<file path="config.mk">
export PLATFORM = sky130hd
export DESIGN_NAME = dual_slope_seq
export DESIGN_NICKNAME = d
export VERILOG_FILES = /design/src/rtl/ds_seq_pkg.sv /design/src/rtl/ds_interval_ctr.sv /design/src/rtl/ds_zero_det.sv /design/src/rtl/ds_switch_dec.sv /design/src/rtl/dual_slope_seq.sv
export SDC_FILE = /design/constraint.sdc
export NUM_CORES = 1
export LEC_CHECK = 0
export BUFFER_PORTS_ARGS = -buffer_cell sky130_fd_sc_hd__buf_2
export CAP_MARGIN = 10
export CORE_MARGIN = 4
export CORE_UTILIZATION = 33
export DETAILED_ROUTE_END_ITERATION = 6
export PLACE_DENSITY = 0.52
export SLEW_MARGIN = 20
export SYNTH_ARGS = -nofsm -noshare
export SYNTH_HDL_FRONTEND = slang
export SYNTH_HIERARCHICAL = 1
export SYNTH_SLANG_ARGS = --single-unit
</file>
<file path="constraint.sdc">
create_clock -name clk_i -period 4.39 [get_ports clk_i]
set_input_delay 0.878 -clock clk_i [delete_from_list [all_inputs] [get_ports clk_i]]
set_output_delay 0.878 -clock clk_i [all_outputs]
set_load 0.03 [all_outputs]
</file>
<file path="src/rtl/ds_seq_pkg.sv">
package ds_seq_pkg;
  typedef enum logic [2:0] {
    PH_AZ = 3'd0,
    PH_RU = 3'd1,
    PH_RD = 3'd2,
    PH_OR = 3'd3,
    PH_OF = 3'd4
  } phase_e;
endpackage

</file>
<file path="src/rtl/ds_interval_ctr.sv">
module ds_interval_ctr #(
  parameter int W = 14
) (
  input  logic         clk_i,
  input  logic         rst_ni,
  input  logic         clr_i,
  output logic [W-1:0] cnt_o
);
  always_ff @(posedge clk_i or negedge rst_ni) begin
    if (!rst_ni)    cnt_o <= '0;
    else if (clr_i) cnt_o <= '0;
    else            cnt_o <= cnt_o + 1'b1;
  end
endmodule

</file>
<file path="src/rtl/ds_zero_det.sv">
module ds_zero_det (
  input  logic clk_i,
  input  logic rst_ni,
  input  logic cap_i,
  input  logic watch_i,
  input  logic cmp_i,
  output logic pol_o,
  output logic hit_o
);
  always_ff @(posedge clk_i or negedge rst_ni) begin
    if (!rst_ni)    pol_o <= 1'b0;
    else if (cap_i) pol_o <= cmp_i;
  end

  // mismatch against held polarity catches the return edge either way
  assign hit_o = watch_i & (cmp_i ^ pol_o);
endmodule

</file>
<file path="src/rtl/ds_switch_dec.sv">
module ds_switch_dec
  import ds_seq_pkg::*;
(
  input  phase_e ph_i,
  input  logic   pol_i,
  output logic   in_sw_o,
  output logic   az_sw_o,
  output logic   ref_pos_sw_o,
  output logic   ref_neg_sw_o
);
  logic deint;

  always_comb begin
    deint        = (ph_i == PH_RD) || (ph_i == PH_OR) || (ph_i == PH_OF);
    az_sw_o      = (ph_i == PH_AZ);
    in_sw_o      = (ph_i == PH_RU);
    ref_pos_sw_o = deint && pol_i;
    ref_neg_sw_o = deint && !pol_i;
  end
endmodule

</file>
<file path="src/rtl/dual_slope_seq.sv">
module dual_slope_seq
  import ds_seq_pkg::*;
#(
  parameter int AZ_LEN = 10000,
  parameter int RU_LEN = 10000
) (
  input  logic clk_i,
  input  logic rst_ni,
  input  logic cmp_i,
  input  logic cnt_ext_i,
  output logic in_sw_o,
  output logic az_sw_o,
  output logic ref_pos_sw_o,
  output logic ref_neg_sw_o,
  output logic pol_o,
  output logic zero_det_o,
  output logic rd_start_o,
  output logic rd_stop_o,
  output logic ovf_o
);
  localparam int MAX_LEN = (AZ_LEN > RU_LEN) ? AZ_LEN : RU_LEN;
  localparam int CNT_W   = $clog2(MAX_LEN + 1);
  localparam logic [CNT_W-1:0] AZ_LAST = CNT_W'(AZ_LEN - 1);
  localparam logic [CNT_W-1:0] RU_LAST = CNT_W'(RU_LEN - 1);

  phase_e           ph_q, ph_d;
  logic [CNT_W-1:0] cnt;
  logic             timed, last, deint, hit, cap, expire;

  assign timed  = (ph_q == PH_AZ) || (ph_q == PH_RU);
  assign deint  = (ph_q == PH_RD) || (ph_q == PH_OR) || (ph_q == PH_OF);
  assign last   = ((ph_q == PH_AZ) && (cnt == AZ_LAST)) ||
                  ((ph_q == PH_RU) && (cnt == RU_LAST));
  assign cap    = (ph_q == PH_RU) && last;
  assign expire = (ph_q == PH_OF) && cnt_ext_i && !hit;

  ds_interval_ctr #(.W(CNT_W)) u_ctr (
    .clk_i  (clk_i),
    .rst_ni (rst_ni),
    .clr_i  (last || !timed),
    .cnt_o  (cnt)
  );

  ds_zero_det u_zd (
    .clk_i   (clk_i),
    .rst_ni  (rst_ni),
    .cap_i   (cap),
    .watch_i (deint),
    .cmp_i   (cmp_i),
    .pol_o   (pol_o),
    .hit_o   (hit)
  );

  always_comb begin
    ph_d = ph_q;
    unique case (ph_q)
      PH_AZ: if (last) ph_d = PH_RU;
      PH_RU: if (last) ph_d = PH_RD;
      PH_RD: if (hit) ph_d = PH_AZ; else if (cnt_ext_i) ph_d = PH_OR;
      PH_OR: if (hit) ph_d = PH_AZ; else if (cnt_ext_i) ph_d = PH_OF;
      PH_OF: if (hit || cnt_ext_i) ph_d = PH_AZ;
      default: ph_d = PH_AZ;
    endcase
  end

  always_ff @(posedge clk_i or negedge rst_ni) begin
    if (!rst_ni) begin
      ph_q       <= PH_AZ;
      zero_det_o <= 1'b0;
      rd_start_o <= 1'b0;
      rd_stop_o  <= 1'b0;
      ovf_o      <= 1'b0;
    end else begin
      ph_q       <= ph_d;
      zero_det_o <= hit;
      rd_start_o <= cap;
      rd_stop_o  <= hit || expire;
      if (cap)         ovf_o <= 1'b0;
      else if (expire) ovf_o <= 1'b1;
    end
  end

  ds_switch_dec u_dec (
    .ph_i         (ph_q),
    .pol_i        (pol_o),
    .in_sw_o      (in_sw_o),
    .az_sw_o      (az_sw_o),
    .ref_pos_sw_o (ref_pos_sw_o),
    .ref_neg_sw_o (ref_neg_sw_o)
  );
endmodule

</file>
==> results by group, run 1 <==
Synthesis
  • Post-synthesis adder-cell area fraction: 0.0112
  • Simple-Gate Fraction of Synth Area: 0.291
  • Main combinational cell family by area after synthesis: simple AND/OR/NAND/NOR gates
  • Post-synth ARST share: 1.00
  • XOR/XNOR share of the synthesized area: 0.0470
  • Mux cell area share after synthesis: 0.0302
  • Register area share after synthesis: 0.492
  • Post-synth EDFFs: 0
  • Synth cell types: 33
  • Post-Synthesis Cell Area: between 1000 and 1500 sq um
  • Post-Syn Instances: approximately 110
  • Post-synth top flop: dfrtp_1
  • Compound-Gate Fraction of Synth Area: 0.109
  • Synth area leader: dfrtp_1
  • Yosys warns: 6
  • Top cells by area, synth: dfrtp_1 49%, a21oi_1 4.0%, nand4_2 3.4%
  • #FFs+latches synth: 22
  • Average cell area after synthesis: ~10 sq um
  • Synth top area share: 0.492
  • Net Count, Synth: between 100 and 150

Power and ir drop
  • Sw Share: 0.369
  • Clock network fraction of total power: 0.196
  • Power, Total: roughly 560 uW
  • PwrDens: 442 nW/um^2
  • Int Pwr: roughly 350 uW
  • Sequential power share: 0.535
  • Leakage: 0.588 nW
  • Comb pwr share: 0.269
  • Sw power: 206 uW
  • Worst vdd ir: 0.247 mV

STA
  • F_max: 0.413 GHz
  • Worst Tran Pin Value: about 0.53 ns
  • Worst rel slew slack: 0.649
  • Final setup viols: 0
  • RSZ-0062 raised after global routing: no
  • Final hold vios: 0
  • Final min period: 2.42 ns
  • Max-slew violation total from the final report: 0
  • Setup TNS: 0 ns
  • Clk_skew: 0.00415 ns
  • Fin crit share: 0.552

Drt
  • Routed met3 length: about 65 um
  • Residual DRC: 0
  • Final ANT Viol Nets: 0
  • Drt total wl: 2.15 mm
  • Routed vias/inst: 5.02
  • Wl on met1: around 1.1 mm
  • Highest Signal Layer: met3
  • DRT Pass-1 Iters: 4
  • WL per Instance: 12.6 um
  • Initial DRC count: 36
  • Via Count: 859
  • Met2 routed WL: 951 um

Finish
  • Diode count: 0
  • Proportion of layout cells with a drive suffix above 1: 0.165
  • Fillcell total: 323
  • Layout area overhead: 13.2%
  • Fin nets: 133

Clock network
  • Htree depth: 1
  • Total CTS buffers: 3
  • Clock slew at reported path FFs: 0.12 ns
  • CTS tree: built
  • Cts repair resizes: 0
  • Worst-Skew Late Latency: 0.30 ns
  • Clock Path Buffers: 2
  • Clock root buffer: clkbuf_4
  • Clk sinks: 22
  • Cts hold-fix bufs: 0
  • Setup Buffers After CTS: 0

GRT
  • Vias in the first global route: 734
  • Grt total ovfl: 0
  • Antenna violations before repair: 0
  • Gr usage total: 0.106
  • First-pass GRT wire length: roughly 3.6 mm
  • Largest net degree at the start of global routing: 23

Floorplanning
  • Starting Density: 0.355
  • Core Region: approximately 3200 sq um
  • Die Ht: 66.2 um
  • # rows: 20
  • Die width: approximately 66 um
  • I/O Pins: 13
  • Die area: 4390 sq um

Critical path
  • CP Launch Type: flop
  • Crit Path Category: flop to output port
  • Worst Path Required: 3.51 ns
  • Maximum fanout along the worst path: 9
  • Setup crit end kind: output port
  • Crit path DAT: around 1.6 ns

Status
  • Status: finished clean

Placement
  • Input/output buffers: 12
  • Final GP Congestion: 0.840
  • Detailed placement HPWL: approximately 1.6 mm

Worst hold path
  • Hold crit path type: primary input to asynchronous set/reset pin

Flow run
  • Max_cap viols: 0
==> synth_stat cells, types with 2 or more instances <==
| cell | number |
|---|---|
| a21oi_1 | 9 |
| and2_1 | 2 |
| and4bb_1 | 2 |
| dfrtp_1 | 22 |
| inv_1 | 5 |
| mux2_1 | 2 |
| nand2_1 | 9 |
| nand2b_1 | 2 |
| nand3_1 | 5 |
| nand4_2 | 3 |
| nor2_1 | 10 |
| nor2b_1 | 3 |
| nor3_1 | 2 |
| nor4_1 | 2 |
| o21ai_0 | 3 |
| o31ai_1 | 4 |
| or3_1 | 4 |
| or4_1 | 4 |
| xnor2_1 | 3 |
| xor2_1 | 3 |
==> cell usage in the layout (no fill, tap or decap) <==
cell / netlist / final
dfrtp_1: 22 / 22
buf_2: 0 / 12
nor2_1: 10 / 10
nand2_1: 9 / 9
a21oi_1: 9 / 9
inv_1: 5 / 5
nand3_1: 5 / 5
or3_1: 4 / 4
o31ai_1: 4 / 4
or4_1: 4 / 4
nand4_2: 3 / 3
xnor2_1: 3 / 3
clkbuf_4: 0 / 3
nor2b_1: 3 / 3
o21ai_0: 3 / 3
xor2_1: 3 / 3
and4bb_1: 2 / 2
and2_1: 2 / 2
nand2b_1: 2 / 2
nor3_1: 2 / 2
nor4_1: 2 / 2
mux2_1: 2 / 2
or2_2: 1 / 1
and4_1: 1 / 1
or2b_1: 1 / 1
o32ai_1: 1 / 1
a31oi_1: 1 / 1
o22a_1: 1 / 1
clkbuf_8: 0 / 1
nand4_1: 1 / 1
mux2_2: 1 / 1
ha_1: 1 / 1
or3b_1: 1 / 1
nor3b_1: 1 / 1
a21boi_1: 1 / 1
==> logic make-up (layout without fill, tap and decap cells) <==
group | Yosys count | after routing
adder cells (fa/ha/maj) | 1 | 1
multiplexers | 3 | 3
AND/OR/NAND/NOR | 54 | 54
AO/OA/AOI/OAI | 20 | 20
XOR/XNOR | 6 | 6
buffers and inverters | 6 | 21
flip-flops | 22 | 22
==> worst paths after layout <==
check,slack [ns],end,startpoint,depth (start not counted)
worst max-delay path,1.97,ref_pos_sw_o,ph_q[1],3
worst min-delay path,0.52,u_ctr/cnt_o[9],rst_ni,1
max in group asynchronous,3.55,ph_q[1],rst_ni,1
worst max register to register,2.49,u_ctr/cnt_o[12],u_ctr/cnt_o[6],5
min in group clk_i,0.53,u_ctr/cnt_o[0],u_ctr/cnt_o[0],1
worst min register to register,0.53,u_ctr/cnt_o[0],u_ctr/cnt_o[0],1
==> through the flow <==
step	worst slack (ns)	hold slack, ns	cell area, sq um	std cells	utilization
after floorplan	2.17	0.469	1120	112	-
after global placement	2.32	0.509	1230	167	0.390
after detailed placement	2.31	0.526	1230	167	0.390
after CTS	1.96	0.532	1270	171	0.402
after global routing	1.86	0.540	1270	171	0.402
final	1.97	0.515	1270	171	0.402
==> flip-flops by register name, indices dropped and copies added, names as in the netlist <==
signal / count
rd_start_o: 1
ovf_o: 1
zero_det_o: 1
u_zd/pol_o: 1
u_ctr/cnt_o: 14
ph_q: 3
rd_stop_o: 1
==> cell type report <==
cell class	instances	area (sq um)	share of cell area
tap	44	55.1	0.0435
sequential	22	551	0.435
timing repair buffer	12	60.1	0.0474
inverter	5	18.8	0.0148
multi-input combinational	84	546	0.431
clock buffer	4	36.3	0.0287
==> layer usage <==
layer | vias to the layer above | GRT usage
met5 | - | 0
met4 | 0 | 0.0228
met3 | 0 | 0.0204
met2 | 12 | 0.150
met1 | 408 | 0.164
li1 | 439 | -
==> critical path: stages, from the launching register on <==
cell	delay, ns
dfrtp_1	0.48
or3b_1	0.42
a21boi_1	0.14
buf_2	0.21
==> power groups by stage <==
stage / combinational [mW] / clock, mW / sequential, mW
detailed placement: 0.151 / 0 / 0.303
finish: 0.151 / 0.110 / 0.299
global placement: 0.151 / 0 / 0.301
CTS: 0.153 / 0.114 / 0.299
global route: 0.170 / 0.123 / 0.307
floorplan: 0.111 / 0 / 0.295
(Power assumes the default switching activity.)
==> run 2: changes to the inputs <==
Settings changed: PLACE_DENSITY 0.52 to 0.54.
Clock period 4.39 ns to 2.08 ns, I/O delays scaled along.
==> run 2 against run 1 <==
  * First-iteration DRC count up 19%
  * Critical endpoint is now ref_neg_sw_o
  * Largest cell class unchanged
  * Critical path type unchanged
  * Sequential power up 110%
  * Clock skew down 0.00091 ns
==> results by group, run 2 (same netlist as run 1, synthesis figures left out) <==
Floorplanning
  • Core Region: 3150 sq um (unchanged)
  • Die area: 4390 sq um (unchanged)
  • # rows: 20 (unchanged)
  • Die Ht: 66.2 um (unchanged)
  • I/O Pins: 13 (unchanged)
  • Die width: 66.2 um (unchanged)
  • Starting Density: 0.355 (unchanged)

Critical path
  • Maximum fanout along the worst path: 7 (-2)
  • CP max-delay cell: dfrtp_1
  • Worst Path Required: 1.66 ns (-1.85 ns)
  • CP max stage delay: 0.47 ns (about the same)
  • Critical path startpoint: ph_q[0]
  • Crit Path Category: flop to output port
  • Setup crit end kind: output port
  • CP Launch Type: flop
  • Crit path DAT: 1.55 ns (about the same)
  • Reg2reg start: ph_q[1]
  • Worst path cell trace: or3b_1, a21oi_1, buf_2

GRT
  • Vias in the first global route: 818 (+11%)
  • Gr usage total: 0.115 (+0.00941)
  • Largest net degree at the start of global routing: 23 (unchanged)
  • First-pass GRT wire length: 3.84 mm (+7.1%)
  • Grt total ovfl: 0 (unchanged)
  • Antenna violations before repair: 0 (unchanged)

STA
  • F_max: 0.510 GHz
  • Worst rel slew slack: 0.668 (+0.0183)
  • Fin crit share: 0.943
  • Final setup viols: 0 (unchanged)
  • Final min period: between 1.5 and 2 ns
  • RSZ-0062 raised after global routing: no
  • Max-slew violation total from the final report: 0 (unchanged)
  • Clk_skew: 0.00324 ns (-0.000909 ns)
  • Worst Tran Pin Value: 0.499 ns (-0.0275 ns)
  • Final hold vios: 0 (unchanged)
  • Setup TNS: 0 ns (unchanged)

Drt
  • DRT Pass-1 Iters: 4 (unchanged)
  • Wl on met1: 1.16 mm (+2.2%)
  • WL per Instance: 13.1 um (+4.4%)
  • Highest Signal Layer: met4
  • Final ANT Viol Nets: 0 (unchanged)
  • Met2 routed WL: 1.02 mm (+6.7%)
  • Initial DRC count: 43 (+19%)
  • Drt total wl: 2.27 mm (+5.6%)
  • Via Count: 865 (+0.70%)
  • Routed vias/inst: 5.00 (-0.47%)
  • Routed met3 length: 77 um (+18%)
  • Residual DRC: 0 (unchanged)

Power and ir drop
  • Worst vdd ir: 0.523 mV (+110%)
  • PwrDens: 988 nW/um^2 (+120%)
  • Power, Total: 1.29 mW (+130%)
  • Leakage: 0.601 nW (+2.3%)

Worst hold path
  • Hold crit path type: primary input to asynchronous set/reset pin

Clock network
  • Clock slew at reported path FFs: 0.13 ns (about the same)
  • Total CTS buffers: 3 (unchanged)
  • Cts hold-fix bufs: 0 (unchanged)
  • Worst-Skew Late Latency: 0.31 ns (about the same)
  • Htree depth: 1 (unchanged)
  • Clock Path Buffers: 2 (unchanged)
  • Clock root buffer: clkbuf_4
  • CTS tree: built
  • Clk sinks: 22 (unchanged)

Flow run
  • Max_cap viols: 0 (unchanged)

Status
  • Status: finished clean

Finish
  • Diode count: 0 (unchanged)
  • Layout area overhead: 16.4%
  • Fin nets: 135 (+1.5%)
  • Max reg flops: 14 (unchanged)
  • Most frequent cells in the layout: 20 x dfrtp_1, 11 x buf_2, 10 x nor2_1, 9 x nand2_1, 9 x a21oi_1
  • Proportion of layout cells with a drive suffix above 1: 0.194 (+0.0284)
  • Largest registers: u_ctr/cnt_o (14), ph_q (3)
  • Largest Register: u_ctr/cnt_o
  • Most common cell after layout, fill and taps aside: dfrtp_1
  • Post-Layout Inst Area: 1300 sq um (+2.9%)

Placement
  • Dpl cell area: 1240 sq um (+0.61%)
  • Final GP Congestion: 0.807 (-4.0%)
  • Detailed placement HPWL: 1.66 mm (+4.3%)
  • Input/output buffers: 12 (unchanged)
-- run 2: changes by cell type in the layout (fill, tap and decap cells not counted) --
cell,delta
buf_2,-1
dfrtp_1,-2
clkbuf_8,-1
dfrtp_2,+2
clkbuf_4,+1
buf_4,+2
bufinv_16,+1
-- run 2: final timing paths --
path | cells past startpoint | to | slack [ns]
max | 3 | ref_neg_sw_o | 0.12
min | 1 | u_ctr/cnt_o[8] | 0.04
max reg2reg | 4 | u_zd/pol_o | 0.40
min reg2reg | 1 | u_ctr/cnt_o[0] | 0.52
max in group asynchronous | 1 | ph_q[1] | 1.67
min in group clk_i | 2 | u_zd/pol_o | 0.34
-- run 2: timing repair --
item,CTS,global route
buffers inserted,0,1
hold endpoints to repair,0,0
resized for setup,0,3
setup endpoints to repair,0,2
-- run 2: where the power goes --
part	switching, mW	leakage, nW	total (mW)	internal [mW]
Combinational	0.193	0.284	0.323	0.131
Sequential	0.119	0.290	0.629	0.510
Clock	0.140	0.0279	0.335	0.195
-- run 2: area by class of cell --
class / instances / area, sq um
repair buffers: 14 / 77.6
inverters: 5 / 18.8
clock inverters: 1 / 30.0
multi-input cells: 84 / 546
flip-flops and latches: 22 / 553
clock buffers: 3 / 22.5
fillers: 325 / 1850
well taps: 44 / 55.1
-- run 2: layer usage --
layer | GRT usage | vias up
li1 | - | 442
met1 | 0.153 | 410
met2 | 0.180 | 11
met3 | 0.0204 | 2
met4 | 0.0533 | 0
met5 | 0 | -
-- run 2: worst max-delay path, delay by kind of cell (launching register included) --
kind	cells	cell delay, ns
and+or+nand+nor	1	0.39
buffers and inverters	1	0.21
AOI/OAI and AO/OA	1	0.15
DFF	1	0.47
-- run 2: per-stage QoR --
stage          worst slack, ns  utilization  hold WS, ns  instances
6_report                 0.118        0.413       0.0450        173
5_1_grt                0.00280        0.413       0.0750        173
4_1_cts                 0.0723        0.409       0.0607        172
3_5_place_dp             0.429        0.392        0.422        168
3_3_place_gp             0.460        0.392        0.411        168
2_1_floorplan            0.325            -        0.120        112
==> run 3: changes to the inputs <==
Settings changed: PLACE_DENSITY 0.54 to 0.52, SYNTH_HIERARCHICAL 1 to unset.
Clock period 2.08 ns to 2.26 ns, I/O delays scaled along.
==> run 3 against run 2 <==
  * Count of clock-buffer cells in the layout stayed put
  * Worst hold slack better by 0.042 ns
  * Sequential cell count stayed put
  * Clock skew is 0.0042 ns higher
  * Register-to-register slack better by 0.14 ns
  * Global-route usage is 0.54 points lower
  * Final area is 8.6% lower
==> results by group, run 3 <==
Synthesis
  • Synth area leader: dfrtp_1
  • Post-Syn Instances: 102 (-8.9%)
  • Synth top area share: 0.518 (+0.0255)
  • Commonest cells in the netlist: 22 x dfrtp_1, 19 x nor2_1, 10 x xor2_1
  • Top cells by area, synth: dfrtp_1 52%, xor2_1 8.2%, nor2_1 6.7%
  • Most numerous cell in the Yosys netlist: dfrtp_1
  • Post-Synthesis Cell Area: 1060 sq um (-4.9%)
  • Post-synth top flop: dfrtp_1
  • Net Count, Synth: 107 (-8.5%)
  • #FFs+latches synth: 22 (unchanged)
  • Synth cell types: 31 (-6.1%)
  • Post-synth ARST share: 1.00 (unchanged)
  • Post-synth EDFFs: 0 (unchanged)
  • Average cell area after synthesis: 10.4 sq um (+4.4%)
  • Register area share after synthesis: 0.518 (+0.0255)
  • Yosys warns: 0 (-6)

STA
  • RSZ-0062 raised after global routing: no
  • Max-slew violation total from the final report: 0 (unchanged)
  • Worst Tran Pin Value: 0.480 ns (-0.0185 ns)
  • Final min period: 1.97 ns
  • Fin crit share: 0.874
  • Final hold vios: 0 (unchanged)
  • Setup TNS: 0 ns (unchanged)
  • Worst rel slew slack: 0.680 (+0.0123)
  • Final setup viols: 0 (unchanged)
  • Clk_skew: 0.00742 ns (+0.00418 ns)
  • Hold slack final: 0.0870 ns (+0.0420 ns)
  • F_max: 0.506 GHz

Finish
  • Cell Count, Final, Fillers Out: 158 (-8.7%)
  • Most frequent cells in the layout: 22 x dfrtp_1, 19 x nor2_1, 12 x buf_2, 10 x xor2_1, 8 x nand4_1
  • Largest registers: u_ctr.cnt_o (14), ph_q (3)
  • Fin nets: 121 (-10%)
  • Largest Register: u_ctr.cnt_o
  • Proportion of layout cells with a drive suffix above 1: 0.193 (-0.000816)
  • Diode count: 0 (unchanged)
  • Max reg flops: 14 (unchanged)
  • Layout area overhead: 11.9%
  • Most common cell after layout, fill and taps aside: dfrtp_1
  • Fillcell total: 331 (+1.8%)

Placement
  • Final GP Congestion: 0.788 (-2.3%)
  • Detailed placement HPWL: 1.47 mm (-11%)
  • Placed Cells: 155 (-7.7%)
  • Input/output buffers: 12 (unchanged)

GRT
  • GR Util met2: 0.170 (-0.00982)
  • Most Crowded Layer GR: met2
  • Vias in the first global route: 802 (-2.0%)
  • First-pass GRT wire length: 3.60 mm (-6.1%)
  • Met3 GRT Util: 0.0433 (+0.0229)
  • Largest net degree at the start of global routing: 23 (unchanged)
  • Antenna violations before repair: 0 (unchanged)
  • Grt total ovfl: 0 (unchanged)
  • Met1 track demand over resource: 0.151 (-0.00221)
  • Gr usage total: 0.110 (-0.00541)

Clock network
  • Setup Buffers After CTS: 0 (unchanged)
  • Clock root buffer: clkbuf_4
  • CTS tree: built
  • Worst-Skew Late Latency: 0.30 ns (about the same)
  • Cts hold-fix bufs: 0 (unchanged)
  • Clk sinks: 22 (unchanged)
  • Htree depth: 1 (unchanged)
  • Clock slew at reported path FFs: 0.12 ns (about the same)
  • Total CTS buffers: 3 (unchanged)
  • Clock Path Buffers: 2 (unchanged)

Drt
  • DRT Pass-1 Iters: 4 (unchanged)
  • Final ANT Viol Nets: 0 (unchanged)
  • Residual DRC: 0 (unchanged)
  • WL per Instance: 12.3 um (-6.5%)
  • Routed vias/inst: 4.77 (-4.6%)
  • Drt total wl: 1.94 mm (-15%)
  • Via Count: 754 (-13%)
  • Initial DRC count: 26 (-40%)

Critical path
  • Worst Path Required: 1.81 ns (+0.15 ns)
  • R2R setup slack: 0.54 ns (+0.14 ns)
  • Maximum fanout along the worst path: 7 (unchanged)
  • CP max-delay cell: dfrtp_1
  • Reg2reg path depth: 6 (+2)
  • Crit path DAT: 1.52 ns (-0.03 ns)
  • R2R Path End: u_ctr.cnt_o[9]
  • CP Launch Type: flop
  • Setup crit end kind: output port
  • Reg2reg start: u_ctr.cnt_o[0]
  • Worst path cell trace: nor3b_2, nor2_1, nor2b_1, buf_2
  • CP max stage delay: 0.49 ns (+0.02 ns)
  • Crit Path Category: flop to output port

Floorplanning
  • Die width: 64.8 um (-2.2%)
  • # rows: 20 (unchanged)
  • Die area: 4200 sq um (-4.3%)
  • Die Ht: 64.8 um (-2.2%)
  • Core Region: 3080 sq um (-2.4%)
  • Starting Density: 0.346 (-0.00923)
  • I/O Pins: 13 (unchanged)

Flow run
  • Max_cap viols: 0 (unchanged)

Status
  • Status: finished clean

Power and ir drop
  • Worst vdd ir: 0.356 mV (-32%)
  • PwrDens: 489 nW/um^2 (-51%)
  • Leakage: 0.586 nW (-2.5%)

Worst hold path
  • Hold crit path type: primary input to asynchronous set/reset pin
==> run 3: through the flow <==
| stage | util | total power, mW | setup WS (ns) | instance area, sq um |
|---|---|---|---|---|
| after CTS | 0.385 | 0.588 | 0.132 | 1180 |
| after global routing | 0.387 | 0.613 | 0.135 | 1190 |
| after detailed placement | 0.378 | 0.416 | 0.499 | 1160 |
| final | 0.387 | 0.582 | 0.285 | 1190 |
| after global placement | 0.378 | 0.416 | 0.470 | 1160 |
| after floorplan | - | 0.404 | 0.379 | 1060 |
==> run 3: cell families after synthesis <==
| logic type | synth area share |
|---|---|
| AO/OA/AOI/OAI | 0.0565 |
| XOR/XNOR | 0.115 |
| adder cells (fa/ha/maj) | 0.0118 |
| buffers and inverters | 0.0259 |
| flip-flops | 0.518 |
| multiplexers | 0.0106 |
| AND/OR/NAND/NOR | 0.262 |
==> run 3: where the power goes <==
group | switching [mW] | leakage [nW] | internal [mW]
sequential | 0 | 0.293 | 0.393
combinational | 0.0109 | 0.280 | 0.00350
clock | 0.112 | 0.0138 | 0.0621
==> run 3: how the worst max path moves through the flow <==
stage / start / to / slack [ns] / cells after the start
2_1_floorplan: ph_q[0] / ref_pos_sw_o / 0.38 / 4
3_3_place_gp: ph_q[0] / ref_pos_sw_o / 0.47 / 4
3_5_place_dp: ph_q[0] / ref_pos_sw_o / 0.50 / 4
4_1_cts: ph_q[0] / ref_pos_sw_o / 0.13 / 4
5_1_grt: ph_q[0] / ref_pos_sw_o / 0.14 / 4
6_report: ph_q[0] / ref_pos_sw_o / 0.29 / 4
==> run 3: layer usage <==
metal / wire length (um) / part of all wire / vias to the layer above
li1: - / - / 376
met1: 959 / 0.49 / 361
met2: 888 / 0.46 / 17
met3: 91 / 0.047 / 0
met4: 0 / 0 / 0
met5: 0 / 0 / -
==> run 3: critical path, delay by kind of cell, from the launching register on <==
family                 cells  cell delay, ns
buffers and inverters      1            0.20
and+or+nand+nor            3            0.53
DFF                        1            0.49
==> run 3: repair_timing <==
| action | CTS | global route |
|---|---|---|
| hold endpoints to repair | 0 | 0 |
| setup endpoints to repair | 0 | 2 |
| gates resized for setup | 0 | 1 |
==> run 3: cell type report <==
class	instances	area [sq um]	share of cell area
well taps	44	55.1	0.0463
inverters	1	3.75	0.00315
clock buffers	3	22.5	0.0189
repair buffers	13	67.6	0.0568
flip-flops and latches	22	551	0.463
multi-input cells	75	490	0.412
